`config.mk`:
```
export PLATFORM = sky130hd
export DESIGN_NAME = desc_chain_ctrl
export DESIGN_NICKNAME = d
export VERILOG_FILES = /design/src/rtl/dcc_pkg.sv /design/src/rtl/dcc_walker.sv /design/src/rtl/dcc_regs.sv /design/src/rtl/desc_chain_ctrl.sv
export SDC_FILE = /design/constraint.sdc
export NUM_CORES = 1
export LEC_CHECK = 0
export ABC_AREA = 1
export BUFFER_PORTS_ARGS = -buffer_cell sky130_fd_sc_hd__buf_2
export CAP_MARGIN = 20
export CORE_MARGIN = 3
export CORE_UTILIZATION = 55
export CTS_CLUSTER_DIAMETER = 50
export DETAILED_ROUTE_END_ITERATION = 8
export PLACE_DENSITY = 0.78
export SYNTH_ARGS = -nofsm -noshare
export SYNTH_HDL_FRONTEND = slang
export SYNTH_HIERARCHICAL = 1
export SYNTH_SLANG_ARGS = --single-unit
export TNS_END_PERCENT = 30
```
`constraint.sdc`:
```
create_clock -name clk_i -period 5.2 [get_ports clk_i]
set_clock_uncertainty 0.15 [all_clocks]
set_input_delay 0 -clock clk_i [delete_from_list [all_inputs] [get_ports clk_i]]
set_output_delay 0 -clock clk_i [all_outputs]
set_load 0.005 [all_outputs]
```
`src/rtl/dcc_pkg.sv`:
```
package dcc_pkg;
  localparam int DESC_WORDS = 6;

  typedef enum logic [2:0] {
    ST_IDLE  = 3'd0,
    ST_BUSY  = 3'd1,
    ST_ERROR = 3'd2,
    ST_FAULT = 3'd3,
    ST_DONE  = 3'd4
  } run_state_e;

  typedef enum logic [2:0] {
    W_IDLE, W_FETCH, W_ISSUE, W_WAIT, W_DONE, W_ERR, W_FAULT
  } walk_e;

  localparam logic [3:0] SRC_PARITY = 4'd2;
  localparam logic [3:0] SRC_ENGSEL = 4'd3;
  localparam logic [3:0] SRC_ALIGN  = 4'd12;
  localparam logic [3:0] SRC_ENGINE = 4'd14;
  localparam logic [3:0] SRC_DMA    = 4'd15;

  localparam logic [7:0] OFS_VER  = 8'h00;
  localparam logic [7:0] OFS_DAR  = 8'h04;
  localparam logic [7:0] OFS_CTRL = 8'h08;
  localparam logic [7:0] OFS_CMD  = 8'h0C;
  localparam logic [7:0] OFS_STAT = 8'h10;
  localparam logic [7:0] OFS_ERR  = 8'h14;
  localparam logic [7:0] OFS_CUR  = 8'h1C;
  localparam logic [7:0] OFS_INIT = 8'h20;
endpackage

```
`src/rtl/dcc_walker.sv`:
```
module dcc_walker
  import dcc_pkg::*;
#(
  parameter int AW = 32
) (
  input  logic          clk_i,
  input  logic          rst_ni,
  input  logic          start_i,
  input  logic [AW-1:0] start_addr_i,
  input  logic          clr_int_i,
  input  logic          clr_err_i,
  input  logic          soft_rst_i,
  output logic          mem_req_o,
  output logic [AW-1:0] mem_addr_o,
  input  logic          mem_rvalid_i,
  input  logic [31:0]   mem_rdata_i,
  input  logic          mem_err_i,
  output logic          eng_valid_o,
  input  logic          eng_ready_i,
  output logic [31:0]   eng_hdr_o,
  output logic [31:0]   eng_len1_o,
  output logic [31:0]   eng_ptr1_o,
  output logic [31:0]   eng_len2_o,
  output logic [31:0]   eng_ptr2_o,
  input  logic          eng_done_i,
  input  logic          eng_err_i,
  output logic [2:0]    state_o,
  output logic          idle_o,
  output logic [3:0]    err_src_o,
  output logic          err_dir_o,
  output logic [AW-1:0] cur_addr_o,
  output logic [AW-1:0] init_addr_o,
  output logic          int_pend_o
);
  localparam int IDX_W = $clog2(DESC_WORDS);
  localparam logic [IDX_W-1:0] LAST_IDX = IDX_W'(DESC_WORDS - 1);

  walk_e            walk_q;
  logic [IDX_W-1:0] idx_q;
  logic [31:0]      words_q [DESC_WORDS];
  logic [AW-1:0]    cur_q, init_q;
  logic [3:0]       src_q;
  logic             dir_q, pend_q;
  logic [AW-1:0]    next_w;
  logic [1:0]       sel_w;

  assign next_w = words_q[DESC_WORDS-1][AW-1:0];
  assign sel_w  = mem_rdata_i[29:28];

  always_ff @(posedge clk_i or negedge rst_ni) begin
    if (!rst_ni) begin
      walk_q <= W_IDLE;
      idx_q  <= '0;
      cur_q  <= '0;
      init_q <= '0;
      src_q  <= '0;
      dir_q  <= 1'b0;
      pend_q <= 1'b0;
      for (int i = 0; i < DESC_WORDS; i++) words_q[i] <= '0;
    end else if (soft_rst_i) begin
      walk_q <= W_IDLE;
      idx_q  <= '0;
      cur_q  <= '0;
      init_q <= '0;
      src_q  <= '0;
      dir_q  <= 1'b0;
      pend_q <= 1'b0;
    end else begin
      if (clr_int_i) pend_q <= 1'b0;
      case (walk_q)
        W_IDLE: if (start_i) begin
          init_q <= start_addr_i;
          cur_q  <= start_addr_i;
          idx_q  <= '0;
          if (start_addr_i[1:0] != 2'b00) begin
            walk_q <= W_FAULT;
            src_q  <= SRC_ALIGN;
            pend_q <= 1'b1;
          end else begin
            walk_q <= W_FETCH;
          end
        end
        W_FETCH: if (mem_rvalid_i) begin
          if (mem_err_i) begin
            walk_q <= W_ERR;
            src_q  <= SRC_DMA;
            dir_q  <= 1'b1;
            pend_q <= 1'b1;
          end else if (idx_q == '0 && !(^mem_rdata_i)) begin
            walk_q <= W_ERR;
            src_q  <= SRC_PARITY;
            pend_q <= 1'b1;
          end else if (idx_q == '0 && (sel_w == 2'd0 || sel_w == 2'd3)) begin
            walk_q <= W_ERR;
            src_q  <= SRC_ENGSEL;
            pend_q <= 1'b1;
          end else begin
            words_q[idx_q] <= mem_rdata_i;
            if (idx_q == LAST_IDX) walk_q <= W_ISSUE;
            else idx_q <= idx_q + 1'b1;
          end
        end
        W_ISSUE: if (eng_ready_i) walk_q <= W_WAIT;
        W_WAIT: if (eng_done_i) begin
          if (eng_err_i) begin
            walk_q <= W_ERR;
            src_q  <= SRC_ENGINE;
            pend_q <= 1'b1;
          end else if (next_w == '0) begin
            walk_q <= W_DONE;
            pend_q <= 1'b1;
          end else begin
            cur_q <= next_w;
            idx_q <= '0;
            if (next_w[1:0] != 2'b00) begin
              walk_q <= W_FAULT;
              src_q  <= SRC_ALIGN;
              pend_q <= 1'b1;
            end else begin
              walk_q <= W_FETCH;
            end
          end
        end
        W_DONE: if (clr_int_i) walk_q <= W_IDLE;
        W_ERR, W_FAULT: if (clr_err_i) begin
          walk_q <= W_IDLE;
          src_q  <= '0;
          dir_q  <= 1'b0;
          pend_q <= 1'b0;
        end
        default: walk_q <= W_IDLE;
      endcase
    end
  end

  always_comb begin
    case (walk_q)
      W_IDLE:  state_o = ST_IDLE;
      W_ERR:   state_o = ST_ERROR;
      W_FAULT: state_o = ST_FAULT;
      W_DONE:  state_o = ST_DONE;
      default: state_o = ST_BUSY;
    endcase
  end

  assign idle_o      = (walk_q == W_IDLE);
  assign mem_req_o   = (walk_q == W_FETCH);
  assign mem_addr_o  = cur_q + AW'({idx_q, 2'b00});
  assign eng_valid_o = (walk_q == W_ISSUE);
  assign eng_hdr_o   = words_q[0];
  assign eng_len1_o  = words_q[1];
  assign eng_ptr1_o  = words_q[2];
  assign eng_len2_o  = words_q[3];
  assign eng_ptr2_o  = words_q[4];
  assign err_src_o   = src_q;
  assign err_dir_o   = dir_q;
  assign cur_addr_o  = cur_q;
  assign init_addr_o = init_q;
  assign int_pend_o  = pend_q;


  mem_addr_aligned_chk: assert property (@(posedge clk_i) disable iff (!rst_ni)
    mem_req_o |-> mem_addr_o[1:0] == 2'b00);


  issue_hold_chk: assert property (@(posedge clk_i) disable iff (!rst_ni)
    eng_valid_o && !eng_ready_i && !soft_rst_i |=>
      eng_valid_o && $stable(eng_hdr_o) && $stable(eng_ptr1_o) && $stable(eng_ptr2_o));


  issue_parity_chk: assert property (@(posedge clk_i) disable iff (!rst_ni)
    eng_valid_o |-> ^eng_hdr_o);


  start_resp_chk: assert property (@(posedge clk_i) disable iff (!rst_ni)
    start_i && state_o == ST_IDLE && !soft_rst_i |=>
      state_o == ST_BUSY || state_o == ST_FAULT);


  pend_rise_chk: assert property (@(posedge clk_i) disable iff (!rst_ni)
    $rose(int_pend_o) |->
      state_o == ST_ERROR || state_o == ST_FAULT || state_o == ST_DONE);
endmodule

```
`src/rtl/dcc_regs.sv`:
```
module dcc_regs
  import dcc_pkg::*;
#(
  parameter int AW      = 32,
  parameter int REG_AW  = 8,
  parameter int VERSION = 3
) (
  input  logic              clk_i,
  input  logic              rst_ni,
  input  logic              reg_en_i,
  input  logic              reg_we_i,
  input  logic [REG_AW-1:0] reg_addr_i,
  input  logic [31:0]       reg_wdata_i,
  output logic [31:0]       reg_rdata_o,
  input  logic              idle_i,
  input  logic [2:0]        state_i,
  input  logic [3:0]        err_src_i,
  input  logic              err_dir_i,
  input  logic [AW-1:0]     cur_i,
  input  logic [AW-1:0]     init_i,
  input  logic              int_pend_i,
  output logic              start_o,
  output logic [AW-1:0]     start_addr_o,
  output logic              clr_int_o,
  output logic              clr_err_o,
  output logic              soft_rst_o,
  output logic              irq_o
);
  localparam logic [31:0] CTRL_MASK = 32'hFFFF_0010;

  logic          wr_w, dar_wr_w, cmd_wr_w;
  logic [31:0]   ctrl_q, dar_q;
  logic          batch_q, pend_full_q;
  logic [AW-1:0] pend_addr_q;
  logic          err_w;

  assign wr_w     = reg_en_i && reg_we_i;
  assign dar_wr_w = wr_w && (reg_addr_i == REG_AW'(OFS_DAR));
  assign cmd_wr_w = wr_w && (reg_addr_i == REG_AW'(OFS_CMD));

  assign soft_rst_o   = cmd_wr_w && reg_wdata_i[0];
  assign clr_int_o    = cmd_wr_w && reg_wdata_i[8];
  assign clr_err_o    = cmd_wr_w && reg_wdata_i[9];
  assign start_o      = idle_i && !soft_rst_o && (dar_wr_w || pend_full_q);
  assign start_addr_o = dar_wr_w ? reg_wdata_i[AW-1:0] : pend_addr_q;
  assign irq_o        = int_pend_i && ctrl_q[4];
  assign err_w        = (state_i == ST_ERROR) || (state_i == ST_FAULT);

  always_ff @(posedge clk_i or negedge rst_ni) begin
    if (!rst_ni) begin
      ctrl_q      <= '0;
      dar_q       <= '0;
      batch_q     <= 1'b0;
      pend_full_q <= 1'b0;
      pend_addr_q <= '0;
    end else begin
      if (wr_w && reg_addr_i == REG_AW'(OFS_CTRL)) ctrl_q <= reg_wdata_i & CTRL_MASK;
      if (dar_wr_w) dar_q <= reg_wdata_i;
      if (cmd_wr_w && reg_wdata_i[16]) batch_q <= 1'b1;
      if (soft_rst_o) begin
        pend_full_q <= 1'b0;
      end else if (dar_wr_w && !idle_i) begin
        pend_full_q <= 1'b1;
        pend_addr_q <= reg_wdata_i[AW-1:0];
      end else if (start_o) begin
        pend_full_q <= 1'b0;
      end
    end
  end

  always_comb begin
    case (reg_addr_i)
      REG_AW'(OFS_VER):  reg_rdata_o = 32'(VERSION);
      REG_AW'(OFS_DAR):  reg_rdata_o = dar_q;
      REG_AW'(OFS_CTRL): reg_rdata_o = ctrl_q;
      REG_AW'(OFS_STAT): reg_rdata_o = {15'b0, batch_q, 11'b0, err_w, pend_full_q, state_i};
      REG_AW'(OFS_ERR):  reg_rdata_o = {23'b0, err_dir_i, 4'b0, err_src_i};
      REG_AW'(OFS_CUR):  reg_rdata_o = 32'(cur_i);
      REG_AW'(OFS_INIT): reg_rdata_o = 32'(init_i);
      default:           reg_rdata_o = '0;
    endcase
  end


  pend_hold_chk: assert property (@(posedge clk_i) disable iff (!rst_ni)
    pend_full_q && !idle_i && !soft_rst_o |=> pend_full_q);


  soft_clears_chk: assert property (@(posedge clk_i) disable iff (!rst_ni)
    soft_rst_o |=> !pend_full_q && !irq_o);
endmodule

```
`src/rtl/desc_chain_ctrl.sv`:
```
module desc_chain_ctrl
  import dcc_pkg::*;
#(
  parameter int ADDR_W  = 32,
  parameter int REG_AW  = 8,
  parameter int VERSION = 3
) (
  input  logic              clk_i,
  input  logic              rst_ni,
  input  logic              reg_en_i,
  input  logic              reg_we_i,
  input  logic [REG_AW-1:0] reg_addr_i,
  input  logic [31:0]       reg_wdata_i,
  output logic [31:0]       reg_rdata_o,
  output logic              mem_req_o,
  output logic [ADDR_W-1:0] mem_addr_o,
  input  logic              mem_rvalid_i,
  input  logic [31:0]       mem_rdata_i,
  input  logic              mem_err_i,
  output logic              eng_valid_o,
  input  logic              eng_ready_i,
  output logic [31:0]       eng_hdr_o,
  output logic [31:0]       eng_len1_o,
  output logic [31:0]       eng_ptr1_o,
  output logic [31:0]       eng_len2_o,
  output logic [31:0]       eng_ptr2_o,
  input  logic              eng_done_i,
  input  logic              eng_err_i,
  output logic              irq_o
);
  logic              start_w, clr_int_w, clr_err_w, soft_rst_w;
  logic [ADDR_W-1:0] start_addr_w, cur_w, init_w;
  logic [2:0]        state_w;
  logic              idle_w, dir_w, pend_w;
  logic [3:0]        src_w;

  dcc_regs #(.AW(ADDR_W), .REG_AW(REG_AW), .VERSION(VERSION)) u_regs (
    .clk_i, .rst_ni, .reg_en_i, .reg_we_i, .reg_addr_i, .reg_wdata_i, .reg_rdata_o,
    .idle_i(idle_w), .state_i(state_w), .err_src_i(src_w), .err_dir_i(dir_w),
    .cur_i(cur_w), .init_i(init_w), .int_pend_i(pend_w),
    .start_o(start_w), .start_addr_o(start_addr_w), .clr_int_o(clr_int_w),
    .clr_err_o(clr_err_w), .soft_rst_o(soft_rst_w), .irq_o
  );

  dcc_walker #(.AW(ADDR_W)) u_walker (
    .clk_i, .rst_ni,
    .start_i(start_w), .start_addr_i(start_addr_w), .clr_int_i(clr_int_w),
    .clr_err_i(clr_err_w), .soft_rst_i(soft_rst_w),
    .mem_req_o, .mem_addr_o, .mem_rvalid_i, .mem_rdata_i, .mem_err_i,
    .eng_valid_o, .eng_ready_i, .eng_hdr_o, .eng_len1_o, .eng_ptr1_o,
    .eng_len2_o, .eng_ptr2_o, .eng_done_i, .eng_err_i,
    .state_o(state_w), .idle_o(idle_w), .err_src_o(src_w), .err_dir_o(dir_w),
    .cur_addr_o(cur_w), .init_addr_o(init_w), .int_pend_o(pend_w)
  );
endmodule

```
# After elaboration in Yosys (flattened, before gate mapping)
# Index checks and enable logic that the tools add are counted.
# word_totals
ff_bits	351
wordCells	183
# op_classes
mux	76
n_eq_ne	35
add_sub_neg	2
n_reduce_logical	45
n_lt_le_gt_ge	2
bitwise	5
# op_table
operator	n
32-bit two-way mux	9
32-bit one-hot mux with 7 select lines	1
192-bit bitwise mux	1
32-bit demux with 3-bit select	1
3-bit two-way mux	25
32-bit one-hot mux with 2 select lines	1
4-bit two-way mux	12
32-bit by 5-bit adder with 32-bit output	1
32-bit logical NOT	1
32-bit parity	1
3-bit inequality test (second input constant)	9
8-bit by 5-bit == test with 1-bit output (second input constant)	3
1-bit two-way mux	20
3-bit one-hot mux with 6 select lines	1
8-bit by 4-bit == test with 1-bit output (second input constant)	2
4-bit one-hot mux with 4 select lines	1
1-bit logical AND	15
3-bit by 2-bit == test with 1-bit output (second input constant)	4
3-bit == test (second input constant)	4
3-bit one-hot mux with 4 select lines	1
10-bit AND reduction	1
3-bit by 1-bit inequality test with 1-bit output (second input constant)	3
3-bit one-hot mux with 3 select lines	1
9-bit AND reduction	1
31 further kinds	46

# Depth between registers and ports, before layout
# depth
ltp_word	10
mapped_depth	19
depth_no_buf	17

# Modules after synthesis
# The synthesis kept the hierarchy.
# by_module_without_submodules
mod	seq_area_each_um2	area_per_inst_um2	cells_each	n_inst
dcc_walker	6681.4	12879.9	1646	1
dcc_regs	2077.0	4892.2	739	1

# Worst setup path after synthesis
# OpenSTA, ideal clock, no wires.
# synth_timing
path_kind	register to output
startpoint	register u_walker.idx_q[0]
endpoint	output mem_addr_o[30]
path_slack_ns	2.605
arrival_time_ns	2.445
n_path_buf	0
t_required_ns	5.050
stages_incl_launch_ff	15
cell_sequence	dfrtp_1 -> ha_1 -> inv_1 -> fa_1 -> nor2_1 -> o21ai_1 -> nor2_1 -> nand3_1 -> nor2_2 -> nand2_1 -> nor2_2 -> nand2_1 -> nor2_1 -> nand4_1 -> xor2_1
# synth_between
elab_chain_cells	1
# synth_rtl
item	line_no	text
from (decl)	dcc_walker.sv:39	logic [IDX_W-1:0] idx_q;
from (signal assigned)	dcc_walker.sv:100	else idx_q <= idx_q + 1'b1;
32-bit by 5-bit adder with 32-bit output	dcc_walker.sv:148	assign mem_addr_o = cur_q + AW'({idx_q, 2'b00});
to (decl)	desc_chain_ctrl.sv:16	output logic [ADDR_W-1:0] mem_addr_o,
# No other way between the ends.

# Worst setup path after layout
# layout_timing
startpoint	input reg_we_i
endpoint	register u_walker.cur_q[22] (netlist: u_walker/cur_addr_o[22])
# layout_between
elab_chain_cells	8
word_cells_on_any_way	18
cone_classes	4 x eq/ne; 4 x mux; 10 x reduce/logical
# layout_rtl
item	line_no	text
from (decl)	desc_chain_ctrl.sv:11	input logic reg_we_i,
1-bit logical AND *	dcc_regs.sv:37	assign wr_w = reg_en_i && reg_we_i;
1-bit logical AND *	dcc_regs.sv:39	assign cmd_wr_w = wr_w && (reg_addr_i == REG_AW'(OFS_CMD));
1-bit logical AND *	dcc_regs.sv:41	assign soft_rst_o = cmd_wr_w && reg_wdata_i[0];
named net soft_rst_w	desc_chain_ctrl.sv:31	logic start_w, clr_int_w, clr_err_w, soft_rst_w;
1-bit logical NOT	dcc_regs.sv:44	assign start_o = idle_i && !soft_rst_o && (dar_wr_w || pend_full_q);
1-bit logical AND (2 in a row)	dcc_regs.sv:44	
3-bit inequality test (no source line)	-	
5-bit AND reduction (no source line)	-	
to (signal assigned)	dcc_walker.sv:73	cur_q <= start_addr_i;
to (signal assigned)	dcc_walker.sv:113	cur_q <= next_w;
to (decl)	dcc_walker.sv:41	logic [AW-1:0] cur_q, init_q;
# Mark *: on every way through the listed nets, which the timed path passes. The rest lies on a longest branch. The select of a mux whose other input is x is not followed.
# A chain may end at the register's enable or synchronous reset.

==> flow_summary.ini <==
[run_status]
run_status = complete, no violations

[clock_network]
cts_resized = 0
htreeDepth = 2
cts_made_buffers = 42
root_buffer = clkbuf_16
post_cts_buffers = 0
cts_tree = done
cts.clk_slew.worst_paths_ps = 60
clk_latency_ps = 540
cts_sinks = 350
holdBufCountCts = 81
cts_buffer_depth = 3

[routing]
via_per_inst = 5.49
drt_iter0_drc = 1730
drc = 0
wl_per_cell_um = 17.8
drt-total-wl_mm = 55.8
drtPass1Iterations = 5
drtAntennaViolNets = 0
vias = 17200

[sta]
max_slew_margin_pct = 32.8
rsz0062_at_grt = no
setup_violations = 0
timing.final.crit_share_pct = 79.6
worst_slew_pin_slew_ps = 1010
setup_tns_ps = 0
drv_slew = 0
max_freq_mhz = 242
hold_viol = 0
period_minus_slack_ps = 4140

[synthesis]
synth_edf_count = 0
yosysUniqueCellTypes = 43
yosys_warnings = 6
synthesis.nets = 2473
syn_area_um2 = 17800
ys.flop_type = dfrtp_1
ys_seq_area_share_pct = 49.3
ys_ff_latch = 350
synthCells = 2385
synth_area_per_cell_um2 = 7.45
async_flop_share_pct = 100

[layout]
layout_commonest_cell = nand2_1
stdcell_count = 3136
final_cell_mix = nand2_1, dfrtp_1, buf_2
finish.utilization_pct = 67.3
area.growth.synth_to_final_pct = 20.1
diodes = 0
fin_nets = 2789
drive_gt1_share_pct = 15.9

[setup_path]
crit_required_ps = 5440
crit_arrival_ps = 4370
startpoint = reg_we_i
crit_type = input port to flop
start_kind = input port
r2r_start = u_walker/walk_q[0]
cp-end-kind = flop
cp_max_fo = 64

[global_routing]
track_usage_pct = 31.5
grt_pass1_vias = 16500
antenna_found_initial = 0
grt_pass1_wl_mm = 86.7
grt_max_degree = 132
overflow = 0

[flow_run]
maxCapViolCount = 0

[place]
port_buffers = 307
gp_congestion = 0.910
placed_cells = 2978
hpwl_mm = 37.8

[pwr]
cellLeakagePower_nw = 12.5
p_total_mw = 6.46
ir_worst_vdd_uv = 194
powerDensity_nw_per_um2 = 303

[floorplanning]
die_w_um = 186
die-area_um2 = 34500
die_h_um = 186
pin_count = 308
start_util_pct = 56.0
core.rowCount = 65
core_um2 = 31700

[hold_path]
hold_class = input port to asynchronous set/reset pin
[critical path, stage by stage]
cell and delay [ps]:
dlygate4sd3_1 530, buf_2 100, nand2_1 110, dlygate4sd3_1 630, nor2_1 110, dlygate4sd3_1 550, buf_4 270, nand3_1 170
inv_1 320, nor2_1 130, inv_2 390, o21ai_2 120, a41oi_1 260, nand4_2 130, buf_4 300, nand2_1 120
o21ai_0 100
[Yosys cell counts (2+ instances only)]
| cell type | n | share of area (%) |
|---|---|---|
| nand2_1 | 1209 | 26 |
| dfrtp_1 | 350 | 49 |
| inv_1 | 154 | 3.3 |
| o21ai_0 | 144 | 4.1 |
| nand3_1 | 122 | 3.4 |
| nor2_1 | 95 | 2.0 |
| buf_6 | 42 | 2.7 |
| a21oi_1 | 41 | 1.2 |
| buf_2 | 38 | 1.1 |
| clkbuf_1 | 33 | 0.70 |
| xor2_1 | 23 | 1.1 |
| buf_4 | 17 | 0.72 |
| xnor2_1 | 16 | 0.79 |
| o21ai_1 | 12 | 0.34 |
| nor2_4 | 11 | 0.70 |
| nor4_1 | 10 | 0.35 |
| nand4_1 | 9 | 0.32 |
| nor3_1 | 9 | 0.25 |
| nor2_2 | 8 | 0.28 |
| inv_2 | 7 | 0.15 |
| ha_1 | 6 | 0.42 |
| clkinv_1 | 3 | 0.063 |
| nand2_2 | 3 | 0.11 |
| a31oi_1 | 2 | 0.070 |
| buf_1 | 2 | 0.042 |
| nand2_4 | 2 | 0.13 |
[area by class of cell]
class                   instances  area [um^2]
clock buffers                  56         1190
clock inverters                21          267
fillers                      2570        10400
inverters                     164          616
multi-input cells            1738         7480
flip-flops and latches        350         8760
well taps                     402          503
repair buffers                405         2530
[per-layer routing]
metal  track usage, %  share of wire [%]  routed length, um  vias up
met5                0                  0                  0        -
met4             11.1                3.4               1880        0
met3             5.67                8.8               4900      129
met2             51.4                 47              26100      882
met1             42.9                 41              22900     8206
li1                 -                  -                  -     7988
[report_power, final]
part | internal, mW | switching (mW)
clock | 1.84 | 1.20
combinational | 0.192 | 0.354
sequential | 2.81 | 0.0665
[per-stage QoR]
stage / hold WS [ps] / setup slack, ps / area, um^2
2_1_floorplan: -446 / 2600 / 17800
3_3_place_gp: 60.4 / 2110 / 19100
3_5_place_dp: 54.9 / 1960 / 19100
4_1_cts: 66.0 / 1220 / 21400
5_1_grt: 102 / 763 / 21400
6_report: 15.8 / 1060 / 21400
[cell families after synthesis]
kind of cell    share of synthesized area, %
mux                                   0.0634
flops                                   49.3
simple gates                            33.6
compound gates                          5.94
xor+xnor                                1.92
fa+ha+maj                              0.535
buf+inv                                 8.68
[registers in the layout, summed over array words and instances (netlist names)]
register and cells:
u_regs/pend_full_q 1, u_walker/int_pend_o 1, u_walker/eng_hdr_o 32, u_walker/err_dir_o 1, u_regs/ctrl_q 17, u_walker/next_w 32
u_walker/idx_q 3, u_walker/cur_addr_o 32, u_walker/init_addr_o 32, u_walker/eng_len2_o 32, u_walker/eng_ptr2_o 32, u_regs/dar_q 32
u_walker/err_src_o 3, u_walker/eng_len1_o 32, u_regs/pend_addr_q 32, u_walker/eng_ptr1_o 32, u_regs/batch_q 1, u_walker/walk_q 3
[worst paths after layout]
check / to / slack [ps] / depth (start not counted)
setup / recovery: u_walker/cur_addr_o[22] / 1060 / 17
min in group clk_i: u_regs/pend_full_q / 80 / 7
hold / removal: u_regs/ctrl_q[4] / 20 / 2
setup reg to reg: u_walker/cur_addr_o[22] / 2140 / 10
hold reg to reg: u_regs/batch_q / 310 / 2
max in group asynchronous: u_walker/eng_len2_o[8] / 3700 / 3
Power figures use the tool's default switching activity.
